[src/rtl/lci_pkg.sv]
package lci_pkg;
  localparam int NSRC = 4;

  typedef enum int unsigned {
    SRC_DIN_A = 0,
    SRC_DIN_B = 1,
    SRC_BIO_A = 2,
    SRC_BIO_B = 3
  } src_idx_e;

  typedef logic [NSRC-1:0] src_vec_t;
endpackage

[src/rtl/lci_edge_det.sv]
module lci_edge_det (
  input  logic clk,
  input  logic rst_n,
  input  logic lvl,
  input  logic is_in,
  output logic evt
);
  logic ref_q;
  logic armed_q;

  // Reference follows the pin every cycle; arming follows direction, so a
  // pin that just became an input compares against its own current level.
  always_ff @(posedge clk or negedge rst_n) begin
    if (!rst_n) begin
      ref_q   <= 1'b0;
      armed_q <= 1'b0;
    end else begin
      ref_q   <= lvl;
      armed_q <= is_in;
    end
  end

  assign evt = armed_q & is_in & (lvl ^ ref_q);

  // the first cycle as input never reports a change
  a_r4_no_turnaround_evt: assert property (@(posedge clk) disable iff (!rst_n)
    (is_in && !$past(is_in)) |-> !evt);
endmodule

[src/rtl/lci_chan.sv]
module lci_chan
  import lci_pkg::*;
(
  input  logic     clk,
  input  logic     rst_n,
  input  src_vec_t lvl,
  input  src_vec_t is_in,
  input  src_vec_t en,
  input  logic     clr,
  output src_vec_t flags,
  output logic     pend
);
  src_vec_t evt;
  src_vec_t set_v;
  src_vec_t flags_q;

  for (genvar s = 0; s < NSRC; s++) begin : g_src
    lci_edge_det i_det (
      .clk  (clk),
      .rst_n(rst_n),
      .lvl  (lvl[s]),
      .is_in(is_in[s]),
      .evt  (evt[s])
    );
  end

  assign set_v = evt & en;

  // Clear first, then set: a same-cycle edge survives the read.
  always_ff @(posedge clk or negedge rst_n) begin
    if (!rst_n) flags_q <= '0;
    else        flags_q <= (flags_q & ~{NSRC{clr}}) | set_v;
  end

  assign flags = flags_q;
  assign pend  = |(flags_q & en);

  // a flag only rises for a source that was enabled
  a_r5_rise_needs_en: assert property (@(posedge clk) disable iff (!rst_n)
    ((flags_q & ~$past(flags_q) & ~$past(en)) == '0));
  // a clearing read leaves only the bits set in that same cycle
  a_r7_clear_all: assert property (@(posedge clk) disable iff (!rst_n)
    clr |=> ((flags_q & ~$past(set_v)) == '0));
  // without a read, held flags stay held
  a_r8_sticky: assert property (@(posedge clk) disable iff (!rst_n)
    !clr |=> ((flags_q & $past(flags_q)) == $past(flags_q)));
endmodule

[src/rtl/lci_rd_port.sv]
module lci_rd_port
  import lci_pkg::*;
#(
  parameter int NCH = 8,
  localparam int CHW = (NCH > 1) ? $clog2(NCH) : 1
) (
  input  logic                      clk,
  input  logic                      rst_n,
  input  logic                      req_valid,
  output logic                      req_ready,
  input  logic [CHW-1:0]            req_ch,
  input  logic [NCH-1:0][NSRC-1:0]  flags_all,
  output logic [NCH-1:0]            clr_vec,
  output logic                      rsp_valid,
  input  logic                      rsp_ready,
  output logic [CHW-1:0]            rsp_ch,
  output logic [NSRC-1:0]           rsp_flags
);
  logic            accept;
  logic            ch_ok;
  logic            rsp_valid_q;
  logic [CHW-1:0]  rsp_ch_q;
  src_vec_t        rsp_flags_q;
  src_vec_t        sel_flags;

  assign req_ready = !rsp_valid_q || rsp_ready;
  assign accept    = req_valid && req_ready;
  assign ch_ok     = {1'b0, req_ch} < (CHW+1)'(NCH);
  assign sel_flags = ch_ok ? flags_all[req_ch] : '0;

  for (genvar c = 0; c < NCH; c++) begin : g_clr
    assign clr_vec[c] = accept && (req_ch == CHW'(c));
  end

  always_ff @(posedge clk or negedge rst_n) begin
    if (!rst_n) begin
      rsp_valid_q <= 1'b0;
      rsp_ch_q    <= '0;
      rsp_flags_q <= '0;
    end else if (accept) begin
      rsp_valid_q <= 1'b1;
      rsp_ch_q    <= req_ch;
      rsp_flags_q <= sel_flags;
    end else if (rsp_ready) begin
      rsp_valid_q <= 1'b0;
    end
  end

  assign rsp_valid = rsp_valid_q;
  assign rsp_ch    = rsp_ch_q;
  assign rsp_flags = rsp_flags_q;

  // a stalled response is frozen
  a_r9_hold: assert property (@(posedge clk) disable iff (!rst_n)
    (rsp_valid && !rsp_ready) |=> (rsp_valid && $stable(rsp_ch) && $stable(rsp_flags)));
  // a read touches at most one channel
  a_r7_one_chan: assert property (@(posedge clk) disable iff (!rst_n)
    $onehot0(clr_vec));
endmodule

[src/rtl/line_chg_irq.sv]
module line_chg_irq
  import lci_pkg::*;
#(
  parameter int NCH = 8,
  localparam int CHW = (NCH > 1) ? $clog2(NCH) : 1
) (
  input  logic              clk,
  input  logic              rst_n,
  input  logic [NCH-1:0]    din_a,
  input  logic [NCH-1:0]    din_b,
  input  logic [NCH-1:0]    bio_a,
  input  logic [NCH-1:0]    bio_b,
  input  logic [NCH-1:0]    bio_a_in,
  input  logic [NCH-1:0]    bio_b_in,
  input  logic [4*NCH-1:0]  irq_en,
  input  logic              req_valid,
  output logic              req_ready,
  input  logic [CHW-1:0]    req_ch,
  output logic              rsp_valid,
  input  logic              rsp_ready,
  output logic [CHW-1:0]    rsp_ch,
  output logic [3:0]        rsp_flags,
  output logic              irq_n
);
  logic [NCH-1:0][NSRC-1:0] flags_all;
  logic [NCH-1:0]           clr_vec;
  logic [NCH-1:0]           pend_vec;

  for (genvar c = 0; c < NCH; c++) begin : g_ch
    src_vec_t lvl_c;
    src_vec_t dir_c;
    assign lvl_c[SRC_DIN_A] = din_a[c];
    assign lvl_c[SRC_DIN_B] = din_b[c];
    assign lvl_c[SRC_BIO_A] = bio_a[c];
    assign lvl_c[SRC_BIO_B] = bio_b[c];
    assign dir_c[SRC_DIN_A] = 1'b1;
    assign dir_c[SRC_DIN_B] = 1'b1;
    assign dir_c[SRC_BIO_A] = bio_a_in[c];
    assign dir_c[SRC_BIO_B] = bio_b_in[c];

    lci_chan i_chan (
      .clk  (clk),
      .rst_n(rst_n),
      .lvl  (lvl_c),
      .is_in(dir_c),
      .en   (irq_en[NSRC*c +: NSRC]),
      .clr  (clr_vec[c]),
      .flags(flags_all[c]),
      .pend (pend_vec[c])
    );
  end

  lci_rd_port #(.NCH(NCH)) i_rd (
    .clk      (clk),
    .rst_n    (rst_n),
    .req_valid(req_valid),
    .req_ready(req_ready),
    .req_ch   (req_ch),
    .flags_all(flags_all),
    .clr_vec  (clr_vec),
    .rsp_valid(rsp_valid),
    .rsp_ready(rsp_ready),
    .rsp_ch   (rsp_ch),
    .rsp_flags(rsp_flags)
  );

  assign irq_n = ~(|pend_vec);

  // a low request always has a held flag behind it
  a_r6_irq_has_flag: assert property (@(posedge clk) disable iff (!rst_n)
    !irq_n |-> (|flags_all));
  // nothing pending right after reset release
  a_r10_quiet_start: assert property (@(posedge clk) disable iff (!rst_n)
    $rose(rst_n) |-> (irq_n && !rsp_valid));
endmodule

[config.mk]
export PLATFORM = sky130hd
export DESIGN_NAME = line_chg_irq
export DESIGN_NICKNAME = d
export VERILOG_FILES = /design/src/rtl/lci_pkg.sv /design/src/rtl/lci_edge_det.sv /design/src/rtl/lci_chan.sv /design/src/rtl/lci_rd_port.sv /design/src/rtl/line_chg_irq.sv
export SDC_FILE = /design/constraint.sdc
export NUM_CORES = 1
export LEC_CHECK = 0
export BUFFER_PORTS_ARGS = -buffer_cell sky130_fd_sc_hd__buf_2
export CAP_MARGIN = 0
export CORE_MARGIN = 2
export CORE_UTILIZATION = 46
export CTS_CLUSTER_DIAMETER = 50
export DETAILED_ROUTE_END_ITERATION = 7
export PLACE_DENSITY_LB_ADDON = 0.2
export SLEW_MARGIN = 20
export SYNTH_ARGS = -nofsm -noshare
export SYNTH_HDL_FRONTEND = slang
export SYNTH_SLANG_ARGS = --single-unit
[constraint.sdc]
create_clock -name clk -period 1.9 [get_ports clk]
set_input_delay 0 -clock clk [delete_from_list [all_inputs] [get_ports clk]]
set_output_delay 0 -clock clk [all_outputs]
set_load 0.05 [all_outputs]
==> impl_metrics.csv <==
group,metric,value,unit
drt,detail_route.vias_per_cell,5.320,
final_layout,syn_to_final_growth,45.87,%
drt,dr.pass1.iters,4,
sta,fin_crit_sh,93.72,%
final_layout,multi_input_area,1239,um^2
logic_synthesis,yosysWarnings,0,
floorplanning,core,7331,um^2
clock_tree,clock-sinks,89,
clock_tree,cts_buffers,9,
pwr,p_leak,2.220,nW
critical_path,cp.arrival,1.78,ns
floorplanning,die_h,91.26,um
sta,fin_setup_tns,0,ns
worst_hold_path,worstHoldPathType,"in -> reg",
logic_synthesis,syn-num-nets,325,
sta,maxSlewHeadroom,57.51,%
sta,rsz0062_at_grt,"false",
clock_tree,clkLatencyLatePin,0.36,ns
drt,routed_wl,9.486,mm
critical_path,crit_chain,"a22oi_1, nand4_1, nor4_2, buf_2",
floorplanning,die_area,8327,um^2
clock_tree,h-tree-depth,3,
drt,vias,2793,
grt,grtUsageTotal,24.61,%
sta,maxSlewViolCount,0,
sta,period_needed,1.781,ns
drt,drt-initial-drc-count,114,
run,maxCapViolations,0,
placed_design,routabilityCongestion,0.7935,
critical_path,startpoint_type,"register",
floorplanning,initial_core_util,47.77,%
logic_synthesis,netlist_instances,238,
grt,grt_pass1_wl,15.52,mm
drt,drc_errors,0,
grt,grt_pass1_vias,2998,
clock_tree,cts-root-buf,"clkbuf_8",
final_layout,final_layout_size_suffix_gt1_share,28.87,%
pwr,p_per_area,877.4,nW/um^2
placed_design,place_area,4108,um^2
logic_synthesis,synth.most_common_cell,"dfrtp_1",
floorplanning,fp.dieW,91.26,um
clock_tree,ctsResizeCount,0,
sta,hold_violations,0,
final_layout,nets,508,
logic_synthesis,synth_area,3502,um^2
sta,fmax,561.6,MHz
placed_design,port_buffers,96,
critical_path,path_class,"reg -> out",
floorplanning,row_count,31,
critical_path,slowest_stage,"dfrtp_1",
sta,whs,0.02016,ns
final_layout,seqCellArea,2227,um^2
logic_synthesis,yosysUniqueCellTypes,26,
floorplanning,ioPinCount,97,
critical_path,critPathBufInv,1,
drt,wl_per_cell,18.07,um
final_layout,nFillCells,530,
logic_synthesis,syn_avg_cell_area,14.71,um^2
critical_path,critPathRequiredTime,1.90,ns
critical_path,end_kind,"primary output",
run_status,status,"finished clean",
placed_design,hpwlAfterDp,6.106,mm
logic_synthesis,synth_top_cell_by_area,"dfrtp_1",
sta,skew,0.009587,ns
logic_synthesis,synth_edf_count,0,
clock_tree,tritoncts,"done",
critical_path,path_delay_family,"simple AND/OR/NAND/NOR gates",
grt,antenna_found_initial,0,
logic_synthesis,netlist.area_leader.share,63.59,%
logic_synthesis,synth.area.top_cells,"dfrtp_1 (64%), a32o_1 (4.6%), o2bb2ai_1 (4.0%)",
final_layout,antenna_cells,0,
sta,setup_viol,0,
pwr,vdd_drop_max,0.0005465,V
critical_path,path_max_fanout,3,
logic_synthesis,async_reset_ff_share,100.0,%
logic_synthesis,synth-seq-cells,89,
critical_path,reg2reg_slack,0.38,ns
critical_path,cpPeakStageDelay,0.43,ns
clock_tree,clockBufferDepth,2,
clock_tree,clk_pin_slew,0.08,ns
drt,antenna_left,0,
grt,grt_max_degree,49,
final_layout,final_cell_area,5109,um^2
final_layout,post-route-util,69.69,%
sta,worstMarginPinSlew,0.6373,ns
grt,grt.overflow.total,0,
logic_synthesis,ys_seq_area_share,63.59,%
logic_synthesis,ys.flop_type,"dfrtp_1",
## worst paths after layout
path | from | endpoint | cells past startpoint
worst max-delay path | g_ch[5].i_chan.flags[3] | irq_n | 4
worst min-delay path | req_valid | i_rd.rsp_valid | 2
worst max register to register | i_rd.rsp_valid | g_ch[0].i_chan.flags[1] | 3
worst min register to register | i_rd.rsp_ch[2] | i_rd.rsp_ch[2] | 1
max in group asynchronous | rst_n | g_ch[0].i_chan.g_src[3].i_det.armed_q | 3
min in group asynchronous | rst_n | g_ch[5].i_chan.g_src[3].i_det.ref_q | 2
## metal layers
layer  GRT usage, %  vias to the layer above  wire length [um]
met1          33.45                     1372              4110
met5              0                        -                 0
met2          38.46                      120              4527
met3          5.892                       24               600
met4          9.722                        0               248
li1               -                     1277                 -
## through the flow
step,std cells,setup WS [ns],power (mW)
after floorplan,238,0.1707,2.778
after global placement,428,0.4511,3.095
after detailed placement,428,0.4496,3.108
after CTS,525,0.05718,4.501
after global routing,525,0.08901,4.703
final,525,0.1193,4.482
## power breakdown
part	switching, mW	leakage (nW)	internal [mW]	total [mW]
clock network	0.623	0.0909	0.647	1.27
registers	0.175	1.01	2.13	2.30
logic	0.436	1.12	0.476	0.912
total	1.23	2.22	3.25	4.48
## state kept, by name, indices dropped and copies added, names as in the netlist
| name | count |
|---|---|
| g_ch.i_chan.g_src.i_det.armed_q | 17 |
| g_ch.i_chan.g_src.i_det.ref_q | 32 |
| i_rd.rsp_ch | 3 |
| i_rd.rsp_valid | 1 |
| g_ch.i_chan.flags | 32 |
| i_rd.rsp_flags | 4 |
## worst register-to-register path, cell delays in order (launching register included)
cell,delay (ns)
dfrtp_1,0.38
nand2b_1,0.26
nand4b_1,0.43
a32o_1,0.35
## placed cells by master (no fill, tap or decap), types with 2 or more instances in the layout
cell,instances
o2bb2ai_1,16
nand3_1,16
a32o_1,16
clkbuf_8,10
buf_4,3
xor2_1,16
mux2_2,3
xnor2_1,16
mux2i_1,4
a21oi_1,8
nand4b_1,4
buf_2,95
dlygate4sd3_1,81
mux4_2,5
dfrtp_1,89
a22oi_1,16
and2b_2,2
mux4_1,3
nand2b_1,2
nand4_1,8
clkbuf_1,4
## final cells by class
class,instances,area share (%)
Clock buffer,14,2.988
Sequential cell,89,43.60
Clock inverter,2,0.7348
Tap cell,99,2.425
Timing Repair Buffer,180,26.01
Multi-Input combinational cell,141,24.25
## cells by family after synthesis
group	synth area share, %
buffers and inverters	1.214
AOI/OAI and AO/OA	13.15
DFF	63.59
and+or+nand+nor	6.360
xor gates and xnor gates	8.003
muxes	7.574
other	0.1071
## repair_timing
action                                 4_1_cts  5_1_grt
buffers inserted                             0        0
hold buffers                                81        0
endpoints found under the hold margin      126        0
(Power assumes the default switching activity.)
